File: src/rtl/clkloss_pkg.sv
package clkloss_pkg;
  typedef enum logic [1:0] {
    SRC_PLL  = 2'b00,
    SRC_REF  = 2'b01,
    SRC_SCM  = 2'b10,
    SRC_HALT = 2'b11
  } src_e;

  // next source given current source and failure levels; reference failure first
  function automatic src_e next_src(src_e cur, logic ref_bad, logic pll_bad, logic scm_good);
    src_e n;
    n = cur;
    if ((cur == SRC_PLL || cur == SRC_REF) && ref_bad)
      n = scm_good ? SRC_SCM : SRC_HALT;
    else if (cur == SRC_PLL && pll_bad)
      n = SRC_REF;
    return n;
  endfunction

  // source code seen at the mux
  function automatic logic [1:0] out_sel(src_e cur, logic byp);
    return byp ? 2'(SRC_REF) : 2'(cur);
  endfunction
endpackage

File: src/rtl/clkloss_fsm.sv
module clkloss_fsm
  import clkloss_pkg::*;
(
  input  logic clk,
  input  logic rst_n,
  input  logic bypass,
  input  logic loc_en,
  input  logic ref_fail,
  input  logic pll_fail,
  input  logic scm_ok,
  input  logic pll_lock,
  output src_e state,
  output logic loc_hit,
  output logic rst_hold
);
  logic released;
  logic run;
  src_e nxt;

  assign run     = released && loc_en && !bypass;
  assign nxt     = run ? next_src(state, ref_fail, pll_fail, scm_ok) : state;
  assign loc_hit = (nxt != state);
  assign rst_hold = !released;

  always_ff @(posedge clk or negedge rst_n) begin
    if (!rst_n) begin
      released <= 1'b0;
      state    <= SRC_PLL;
    end else begin
      if (!ref_fail && (bypass || pll_lock))
        released <= 1'b1;
      state <= nxt;
    end
  end


  sticky_src_chk: assert property (@(posedge clk) disable iff (!rst_n)
    (state != SRC_PLL) |=> (state != SRC_PLL));


  halt_hold_chk: assert property (@(posedge clk) disable iff (!rst_n)
    (state == SRC_HALT) |=> (state == SRC_HALT));


  ref_prio_chk: assert property (@(posedge clk) disable iff (!rst_n)
    (run && ref_fail && (state == SRC_PLL || state == SRC_REF))
      |=> (state == SRC_SCM || state == SRC_HALT));


  bypass_freeze_chk: assert property (@(posedge clk) disable iff (!rst_n)
    bypass |=> $stable(state));


  hold_freeze_chk: assert property (@(posedge clk) disable iff (!rst_n)
    rst_hold |=> (state == SRC_PLL));
endmodule

File: src/rtl/clkloss_req.sv
module clkloss_req (
  input  logic clk,
  input  logic rst_n,
  input  logic por_n,
  input  logic loc_hit,
  input  logic locre,
  input  logic locirq,
  input  logic loc_en,
  input  logic bypass,
  input  logic flag_clr,
  output logic rst_req,
  output logic loc_flag,
  output logic loc_sticky,
  output logic irq,
  output logic rst_by_loc
);
  always_ff @(posedge clk or negedge rst_n) begin
    if (!rst_n) begin
      rst_req    <= 1'b0;
      loc_flag   <= 1'b0;
      loc_sticky <= 1'b0;
    end else begin
      rst_req <= loc_hit && locre;
      if (loc_hit)
        loc_flag <= 1'b1;
      else if (flag_clr)
        loc_flag <= 1'b0;
      if (loc_hit)
        loc_sticky <= 1'b1;
    end
  end

  always_ff @(posedge clk or negedge por_n) begin
    if (!por_n)
      rst_by_loc <= 1'b0;
    else if (rst_req)
      rst_by_loc <= 1'b1;
  end

  assign irq = loc_flag && locirq && loc_en && !bypass;


  rst_pulse_chk: assert property (@(posedge clk) disable iff (!rst_n)
    rst_req |=> !rst_req);


  sticky_flag_chk: assert property (@(posedge clk) disable iff (!rst_n)
    loc_sticky |=> loc_sticky);


  cause_capture_chk: assert property (@(posedge clk) disable iff (!por_n)
    rst_req |=> rst_by_loc);


  irq_needs_flag_chk: assert property (@(posedge clk) disable iff (!rst_n)
    irq |-> loc_flag);
endmodule

File: src/rtl/clkloss_sup.sv
module clkloss_sup
  import clkloss_pkg::*;
#(
  parameter int RFD_W = 3
) (
  input  logic             clk,
  input  logic             rst_n,
  input  logic             por_n,
  input  logic             cfg_bypass,
  input  logic             cfg_loc_en,
  input  logic             cfg_locre,
  input  logic             cfg_locirq,
  input  logic             cfg_mod_en,
  input  logic [RFD_W-1:0] cfg_rfd,
  input  logic             flag_clr,
  input  logic             ref_fail,
  input  logic             pll_fail,
  input  logic             scm_ok,
  input  logic             pll_lock,
  output logic [1:0]       src_sel,
  output logic [RFD_W-1:0] rfd_eff,
  output logic             mod_gate,
  output logic             rst_req,
  output logic             irq,
  output logic             loc_flag,
  output logic             loc_sticky,
  output logic             rst_by_loc,
  output logic             rst_hold
);
  localparam logic [RFD_W-1:0] RFD_SCM = '0;

  src_e state;
  logic loc_hit;

  clkloss_fsm u_fsm (
    .clk      (clk),
    .rst_n    (rst_n),
    .bypass   (cfg_bypass),
    .loc_en   (cfg_loc_en),
    .ref_fail (ref_fail),
    .pll_fail (pll_fail),
    .scm_ok   (scm_ok),
    .pll_lock (pll_lock),
    .state    (state),
    .loc_hit  (loc_hit),
    .rst_hold (rst_hold)
  );

  clkloss_req u_req (
    .clk        (clk),
    .rst_n      (rst_n),
    .por_n      (por_n),
    .loc_hit    (loc_hit),
    .locre      (cfg_locre),
    .locirq     (cfg_locirq),
    .loc_en     (cfg_loc_en),
    .bypass     (cfg_bypass),
    .flag_clr   (flag_clr),
    .rst_req    (rst_req),
    .loc_flag   (loc_flag),
    .loc_sticky (loc_sticky),
    .irq        (irq),
    .rst_by_loc (rst_by_loc)
  );

  assign src_sel  = out_sel(state, cfg_bypass);
  assign mod_gate = cfg_mod_en && (src_sel == 2'(SRC_PLL));
  assign rfd_eff  = (src_sel == 2'(SRC_SCM)) ? RFD_SCM : cfg_rfd;


  scm_no_mod_chk: assert property (@(posedge clk) disable iff (!rst_n)
    (state == SRC_SCM) |-> !mod_gate);


  req_follows_hit_chk: assert property (@(posedge clk) disable iff (!rst_n)
    rst_req |-> (state != SRC_PLL));
endmodule

File: config.mk
export PLATFORM = sky130hd
export DESIGN_NAME = clkloss_sup
export DESIGN_NICKNAME = d
export VERILOG_FILES = /design/src/rtl/clkloss_pkg.sv /design/src/rtl/clkloss_fsm.sv /design/src/rtl/clkloss_req.sv /design/src/rtl/clkloss_sup.sv
export SDC_FILE = /design/constraint.sdc
export NUM_CORES = 1
export LEC_CHECK = 0
export ABC_AREA = 1
export BUFFER_PORTS_ARGS = -buffer_cell sky130_fd_sc_hd__buf_2
export CAP_MARGIN = 0
export CORE_AREA = 5 5 42 44
export CTS_CLUSTER_SIZE = 10
export DETAILED_ROUTE_END_ITERATION = 6
export DIE_AREA = 0 0 47 49
export GPL_ROUTABILITY_DRIVEN = 0
export HOLD_SLACK_MARGIN = 0.05
export SLEW_MARGIN = 20
export SYNTH_ARGS = -nofsm -noshare
export SYNTH_HDL_FRONTEND = slang
export SYNTH_SLANG_ARGS = --single-unit
File: constraint.sdc
create_clock -name clk -period 1.15 [get_ports clk]
set_clock_uncertainty 0.15 [all_clocks]
set_input_delay 0.0575 -clock clk [delete_from_list [all_inputs] [get_ports clk]]
set_output_delay 0.0575 -clock clk [all_outputs]
set_load 0.005 [all_outputs]
Word level (Yosys, flattened, before mapping). Index checks and enable logic that the tools add are counted.

Word-level logic and storage cells: 35. Register bits after elaboration: 7. Input port bits: 16. Output and inout port bits: 12.

Mux-type cells: 8. Equal/unequal tests: 3. Reductions and logical operators: 18.

Operators by type and width (number): logical AND 1 bit (10); 2-to-1 mux 2 bit (4); zero test 2 bit (2); zero test 1 bit (3); 2-to-1 mux 1 bit (3); 2-to-1 mux 3 bit (1); == test 2 x 1 -> 1 bit, second input constant (1); == test 2 bit, second input constant (1); logical OR 1 bit (2); inequality test 2 bit (1); nonzero test 2 bit (1).

Longest topological paths before layout. Gate-level depths: netlist of run 1.

Depth after elaboration: 7. Gate-level depth with buffers: 6. Mapped depth without buffers: 6.

By module. A second synthesis of run 1 with hierarchy kept.

Cells, all modules: 52. Area, all modules: 370.4 µm².

Modules (own cells, without submodules): clkloss_fsm (times used 1, cells each 22, seq. area each 75.1 µm², area an instance 158.9 µm²); clkloss_req (times used 1, cells each 16, seq. area each 100.1 µm², area an instance 150.1 µm²); clkloss_sup (times used 1, cells each 14, seq. area each 0.0 µm², area an instance 61.3 µm²).

Least setup slack after synthesis of run 1. OpenSTA, ideal clock, no wires.

Path kind: reg-to-reg. Start: register u_fsm.released. End: register u_req.rst_req. Library setup time: 0.073 ns. Cell stages (with the launch flop): 5. Period minus slack after synthesis: 0.973 ns. Setup slack: 0.177 ns. Arrival time: 0.750 ns. Data required time: 0.927 ns. Path buffers: 0. Path through: dfrtp_1 -> nand2_1 -> nor2_4 -> nand3_2 -> a21oi_2.

Longest elaborated chain between the ends: 5.

Ends and longest elaborated chain: start, declared (line clkloss_fsm.sv:16) `logic released;`; start signal, assigned (line clkloss_fsm.sv:27) `released <= 1'b0;`; start signal, assigned (line clkloss_fsm.sv:31) `released <= 1'b1;`; logical AND 1 bit (2 in a row) (line clkloss_fsm.sv:20) `assign run = released && loc_en && !bypass;`; 2-to-1 mux 2 bit (line clkloss_fsm.sv:21) `assign nxt = run ? next_src(state, ref_fail, pll_fail, scm_ok) : state;`; inequality test 2 bit (line clkloss_fsm.sv:22) `assign loc_hit = (nxt != state);`; logical AND 1 bit (line clkloss_req.sv:23) `rst_req <= loc_hit && locre;`; end signal, assigned (line clkloss_req.sv:23); end, declared (line clkloss_req.sv:11) `output logic rst_req,`.

No other way between the ends. A chain may end at the register's enable or synchronous reset.

Worst setup path in the final report of run 1.
Start: register u_fsm.state[1]. End: output port rfd_eff[1].

Longest elaborated chain between the ends: 3.

Ends and longest elaborated chain: start, declared (line clkloss_fsm.sv:12) `output src_e state,`; start signal, assigned (line clkloss_fsm.sv:32) `state <= nxt;`; 2-to-1 mux 2 bit (line clkloss_pkg.sv:22) `return byp ? 2'(SRC_REF) : 2'(cur);`; == test 2 bit (line clkloss_sup.sv:68) `assign rfd_eff = (src_sel == 2'(SRC_SCM)) ? RFD_SCM : cfg_rfd;`; 2-to-1 mux 3 bit (line clkloss_sup.sv:68); end, declared (line clkloss_sup.sv:21) `output logic [RFD_W-1:0] rfd_eff,`.

No other way between the ends.

==> results of run 1 <==
==> cell usage after synthesis <==
library cell | count | share of area (%)
or2_2 | 1 | 1.7
nor2_1 | 4 | 4.2
nor2_2 | 2 | 3.5
a21oi_2 | 1 | 2.4
nand3b_1 | 1 | 2.1
nand2_1 | 11 | 11
o21ai_0 | 1 | 1.4
nand3_2 | 2 | 5.6
nor2_4 | 1 | 3.1
dfrtp_1 | 7 | 49
inv_1 | 9 | 9.4
nand4_1 | 1 | 1.7
nand3_1 | 2 | 2.8
or2_1 | 1 | 1.7
==> timing repair <==
| item | in CTS | in global routing |
|---|---|---|
| pin swaps | 1 | 2 |
| buffers inserted | 3 | 2 |
| hold endpoints to repair | 13 | 0 |
| gates resized for setup | 2 | 4 |
| setup endpoints to repair | 6 | 11 |
| hold buffers | 10 | 0 |
==> stage by stage <==
stage                     cell area, sq um  TNS [ns]  worst slack, ns  hold slack [ns]  instances
after global placement                 514         0            0.108           -0.317         87
final                                  699    -0.557           -0.145           0.0568        106
after floorplan                        359         0            0.177           -0.388         44
after global routing                   699    -0.946           -0.194           0.0731        106
after CTS                              669    -0.555           -0.111           0.0837        104
after detailed placement               514         0           0.0868           -0.317         87
==> worst register-to-register path, cell delays in order, from the launching register on <==
cell	delay, ns
dfrtp_1	0.36
inv_2	0.06
buf_4	0.13
buf_4	0.14
nand3_4	0.09
nand3b_1	0.09
==> area by class of cell <==
| class | count | area share, % |
|---|---|---|
| repair buffers | 42 | 40.3 |
| flip-flops and latches | 7 | 25.0 |
| well taps | 16 | 2.86 |
| multi-input cells | 28 | 23.3 |
| inverters | 9 | 4.83 |
| clock buffers | 4 | 3.76 |
==> worst max-delay path by stage <==
stage                               startpoint                      end  slack [ns]  cells after the start
floorplan           u_fsm.released$_DFFE_PN0P_  u_req.rst_req$_DFF_PN0_        0.18                      4
global placement      u_fsm.state[1]$_DFF_PN0_               rfd_eff[0]        0.11                      6
detailed placement    u_fsm.state[1]$_DFF_PN0_               rfd_eff[0]        0.09                      6
CTS                   u_fsm.state[1]$_DFF_PN0_               rfd_eff[0]       -0.11                      6
global route          u_fsm.state[1]$_DFF_PN0_               rfd_eff[1]       -0.19                      6
finish                u_fsm.state[1]$_DFF_PN0_               rfd_eff[1]       -0.14                      6
==> registers in the layout (all words and copies together), names as in the netlist <==
signal / count
u_req.rst_by_loc: 1
u_req.loc_flag: 1
u_fsm.state: 2
u_req.loc_sticky: 1
u_req.rst_req: 1
u_fsm.released: 1
==> logic make-up (layout without fill, tap and decap cells) <==
logic type / count (synthesis) / count (layout) / synth area share [%]
AOI/OAI and AO/OA: 2 / 2 / 3.83
buffers and inverters: 9 / 55 / 9.41
DFF: 7 / 7 / 48.8
and+or+nand+nor: 26 / 26 / 38.0
==> power breakdown <==
group / total [mW] / leakage (nW) / internal, mW / switching [mW]
Sequential: 0.247 / 0.0822 / 0.247 / 0
Clock: 0.220 / 0.0150 / 0.132 / 0.0874
Combinational: 0.0930 / 0.310 / 0.0565 / 0.0365
==> routing by layer <==
metal  track usage, %  routed length, um
met1             9.21                366
met2             16.5                669
met3             5.90                 99
met4             2.76                  0
met5                0                  0
==> results.md, run 1 <==
- Clock buffer count from CTS: 3
- Worst min path class: input port to flip-flop
- Final Max Tran Viols: 0
- Power Density: 800 nW/um^2
- Power, Total: 0.559 mW
- Syn nets: 60
- Worst path max stage delay: 0.36 ns
- Unique masters post-synth: 14
- CTS tree: yes
- Core Box Area: 1400 sq um
- Startpoint Class: flip-flop
- Synth-to-Final Area Change: 94.8%
- Die area: 2300 sq um
- Initial Utilization: 25.6%
- Delay-heaviest family, CP: flip-flops
- Nets: 107
- Commonest non-fill, non-tap cell in the layout: buf_2
- Top-level I/O count: 28
- Seq/Total Area, Yosys: between 40% and 50%
- Clock latency on the worst-skew pair: roughly 0.25 ns
- Top cell by count, worst path: nand2_1
- Max cap viols: 0
- Drc violations: 0
- H-Tree Depth: 1
- CTS Buffer Depth: 2
- Number of global-route vias before repair: approximately 420
- Global-route wire length before repair: 1.58 mm
- Die X: 47 um
- Clk pin slew, worst setup/hold paths: ~0.050 ns
- Critical path type: flip-flop to output port
- Syn Area/Cell: around 8.2 sq um
- Pin count of the biggest net entering global routing: 7
- Fin crit period: 1.29 ns
- Proportion of layout cells with a drive suffix above 1: 50.0%
- Final Cycle Share: 113%
- CP Data Required Time: 0.94 ns
- Setup WS post-layout: -0.145 ns
- Final core utilization: 49.9%
- Origin of the critical flop-to-flop path: u_fsm.state[1]$_DFF_PN0_
- Final ANT Viol Nets: 0
- FF/Latch Area: between 150 and 200 sq um
- Crit-path slowest cell: dfrtp_1
- DPL Wire Length: 801 um
- GRT Total Usage: under 10%
- Vias: 446
- Die Ht: 49 um
- Ant diodes: 0
- Leakage power: 0.407 nW
- CTS sink cnt: 7
- Reg2reg path depth: 5
- FF+latch count, synth: 7
- Final wirelength: 1.14 mm
- WHS Endpoint: u_req.rst_req$_DFF_PN0_
- Grt total ovfl: 0
- Synth Instances: 44
- Port buffer count: 27
- Peak VDD IR: 0.000580 V
- Failing checks: negative setup slack
- Most frequent cells in the layout: buf_2 (26), nand2_1 (10), dlygate4sd3_1 (9)
- Clock root buffer: clkbuf_4
- Area of the multi-input gates: 163 sq um
- Final setup viols: 6
- First drt pass iteration count: 4
- Cells on Worst Hold Path: 5
- Slew HR: 89.3%
- Max Freq: 772 MHz
- Worst-margin pin slew: 0.160 ns
- Worst-path cell chain: inv_2, nor2_2, nand2_1, nand2_1, inv_1, buf_2
- CP max FO: 4
- Critical path endpoint category: output port
- CP arrival: 1.09 ns
- Syn. warnings: 0
- Reg-to-reg endpoint: u_req.loc_sticky$_DFFE_PN0P_
- Starting DRT DRC Count: 4
- Fill cells: 139
- R2R setup slack: 0.02 ns
- CP bufs+invs: 3
- Synthesized area: 359 sq um
- Initial antenna violation count: 0
- Outcome: complete, but fails checks
- Routed WL per cell: 10.7 um
- Hold Violations, Final: 0
- DR vias/cell: 4.21
- RSZ-0062 raised after global routing: true
- # rows: 14
- Hold path startpoint: cfg_loc_en
No activity file was read; power rests on OpenSTA's default activity.
==> run 2: changes to the inputs <==
==> constraint.sdc (replaced) <==
create_clock -name clk -period 1.3 [get_ports clk]
set_clock_uncertainty 0.15 [all_clocks]
set_input_delay 0.065 -clock clk [delete_from_list [all_inputs] [get_ports clk]]
set_output_delay 0.065 -clock clk [all_outputs]
set_load 0.005 [all_outputs]
==> results.md, run 2 (same netlist as run 1, synthesis figures left out) <==
- CTS tree: yes
- Fill cells: 148
- CTS sink cnt: 7
- Leakage power: 0.383 nW
- Final Cycle Share: a little under 100%
- Post-route cell area: 663 sq um
- Origin of the critical flop-to-flop path: u_fsm.state[1]$_DFF_PN0_
- Initial antenna violation count: 0
- DR vias/cell: 4.29
- Hold Violations, Final: 0
- Top-level I/O count: 28
- CP max FO: 3
- Clock latency on the worst-skew pair: approximately 0.25 ns
- RSZ-0062 raised after global routing: true
- Routed WL per cell: around 9.6 um
- Max reg flops: 2
- Clock buffer count from CTS: 3
- Proportion of layout cells with a drive suffix above 1: 47.1%
- M1 WL: 363 um
- Final ANT Viol Nets: 0
- Peak VDD IR: 0.000649 V
- CTS Buffer Depth: 2
- Die area: 2300 sq um
- Drc violations: 0
- Fin crit period: between 1 and 1.5 ns
- Worst min path class: input port to flip-flop
- Port buffer count: 27
- Met2 routed WL: 506 um
- Synth-to-Final Area Change: 84.7%
- Starting DRT DRC Count: 3
- Die Ht: 49 um
- Global-route wire length before repair: 1.49 mm
- Worst-margin pin slew: 0.281 ns
- Commonest non-fill, non-tap cell in the layout: buf_2
- Outcome: completed
- Most frequent cells in the layout: buf_2 (27), nand2_1 (10), dlygate4sd3_1 (10)
- Number of global-route vias before repair: 424
- Die X: 47 um
- Grt total ovfl: 0
- Clk pin slew, worst setup/hold paths: 0.05 ns
- Hold path startpoint: cfg_bypass
- Critical path type: flip-flop to output port
- # rows: 14
- DPL Wire Length: 807 um
- Ant diodes: 0
- Area post-placement: about 510 sq um
- Max Freq: between 700 and 800 MHz
- Reg-to-reg endpoint: u_req.rst_req$_DFF_PN0_
- GRT Total Usage: 8.94%
- Max cap viols: 0
- Met3 WL post-DR: around 110 um
- H-Tree Depth: 1
- Final wirelength: 991 um
- Cells on Worst Hold Path: 4
- Slew HR: 81.2%
- Startpoint Class: flip-flop
- Final setup viols: 0
- Max layer used: met4
- Largest Register: u_fsm.state
- First drt pass iteration count: 2
- Nets: 104
- Initial Utilization: around a quarter
- R2R setup slack: 0.22 ns
- Final Max Tran Viols: 0
- Clock root buffer: clkbuf_4
- Final core utilization: 47.3%
- Reg2reg path depth: 4
- CP Data Required Time: 1.09 ns
- WHS Endpoint: u_req.rst_req$_DFF_PN0_
- Core Box Area: 1400 sq um
- Critical path endpoint category: output port
- CP arrival: between 1 and 1.5 ns
- Power Density: 743 nW/um^2
- Vias: between 400 and 500
- Pin count of the biggest net entering global routing: 7
[run 2: cell count changes in the layout (fill, tap and decap cells not counted), sizes merged]
cell / delta
buf: -3
dlymetal6s4s: -1
dlygate4sd3: +1
[run 2: stage by stage]
stage / setup slack [ns] / power [mW] / instances / hold WS [ns] / setup TNS, ns
after floorplan: 0.327 / 0.236 / 44 / -0.381 / 0
after global placement: 0.251 / 0.273 / 87 / -0.310 / 0
after detailed placement: 0.207 / 0.274 / 87 / -0.309 / 0
final: 0.0339 / 0.493 / 103 / 0.0795 / 0
after global routing: -0.0304 / 0.526 / 103 / 0.0843 / -0.113
after CTS: 0.0112 / 0.498 / 102 / 0.0551 / 0
[run 2: routing by layer]
layer	track usage, %	vias to the layer above
li1	-	220
met1	8.76	205
met2	14.9	15
met3	6.64	2
met4	1.38	0
met5	0	-
[run 2: final cells by class]
class / instances / area [sq um] / share of cell area (%)
clock buffers: 4 / 26.3 / 3.96
inverters: 9 / 33.8 / 5.09
multi-input cells: 28 / 158 / 23.8
flip-flops and latches: 7 / 175 / 26.4
well taps: 16 / 20.0 / 3.02
repair buffers: 39 / 250 / 37.7
[run 2: what timing repair did]
action	in CTS	in global routing
setup endpoints to repair	4	4
setup buffers	1	1
pin swaps	0	2
hold buffers	10	0
hold endpoints to repair	13	0
gates resized for setup	1	2
[run 2: where the power goes]
| group | internal (mW) | total (mW) | switching [mW] |
|---|---|---|---|
| Combinational | 0.0476 | 0.0783 | 0.0306 |
| Sequential | 0.218 | 0.218 | 0 |
| Clock | 0.117 | 0.196 | 0.0791 |
| Total | 0.383 | 0.493 | 0.110 |
[run 2: how the worst max path moves through the flow]
stage                          startpoint                 endpoint  slack, ns  cells past startpoint
6_report         u_fsm.state[1]$_DFF_PN0_               rfd_eff[0]       0.03                      6
3_3_place_gp     u_fsm.state[1]$_DFF_PN0_               rfd_eff[0]       0.25                      6
4_1_cts          u_fsm.state[1]$_DFF_PN0_               rfd_eff[0]       0.01                      6
5_1_grt          u_fsm.state[1]$_DFF_PN0_               rfd_eff[0]      -0.03                      6
2_1_floorplan  u_fsm.released$_DFFE_PN0P_  u_req.rst_req$_DFF_PN0_       0.33                      4
3_5_place_dp     u_fsm.state[1]$_DFF_PN0_               rfd_eff[0]       0.21                      6
[run 2: critical path: stages, from the launching register on]
cell and delay [ns]:
dfrtp_1 0.37, inv_2 0.07, nor2_4 0.09, nand2_2 0.06, nand2_1 0.06, inv_1 0.03
buf_2 0.11
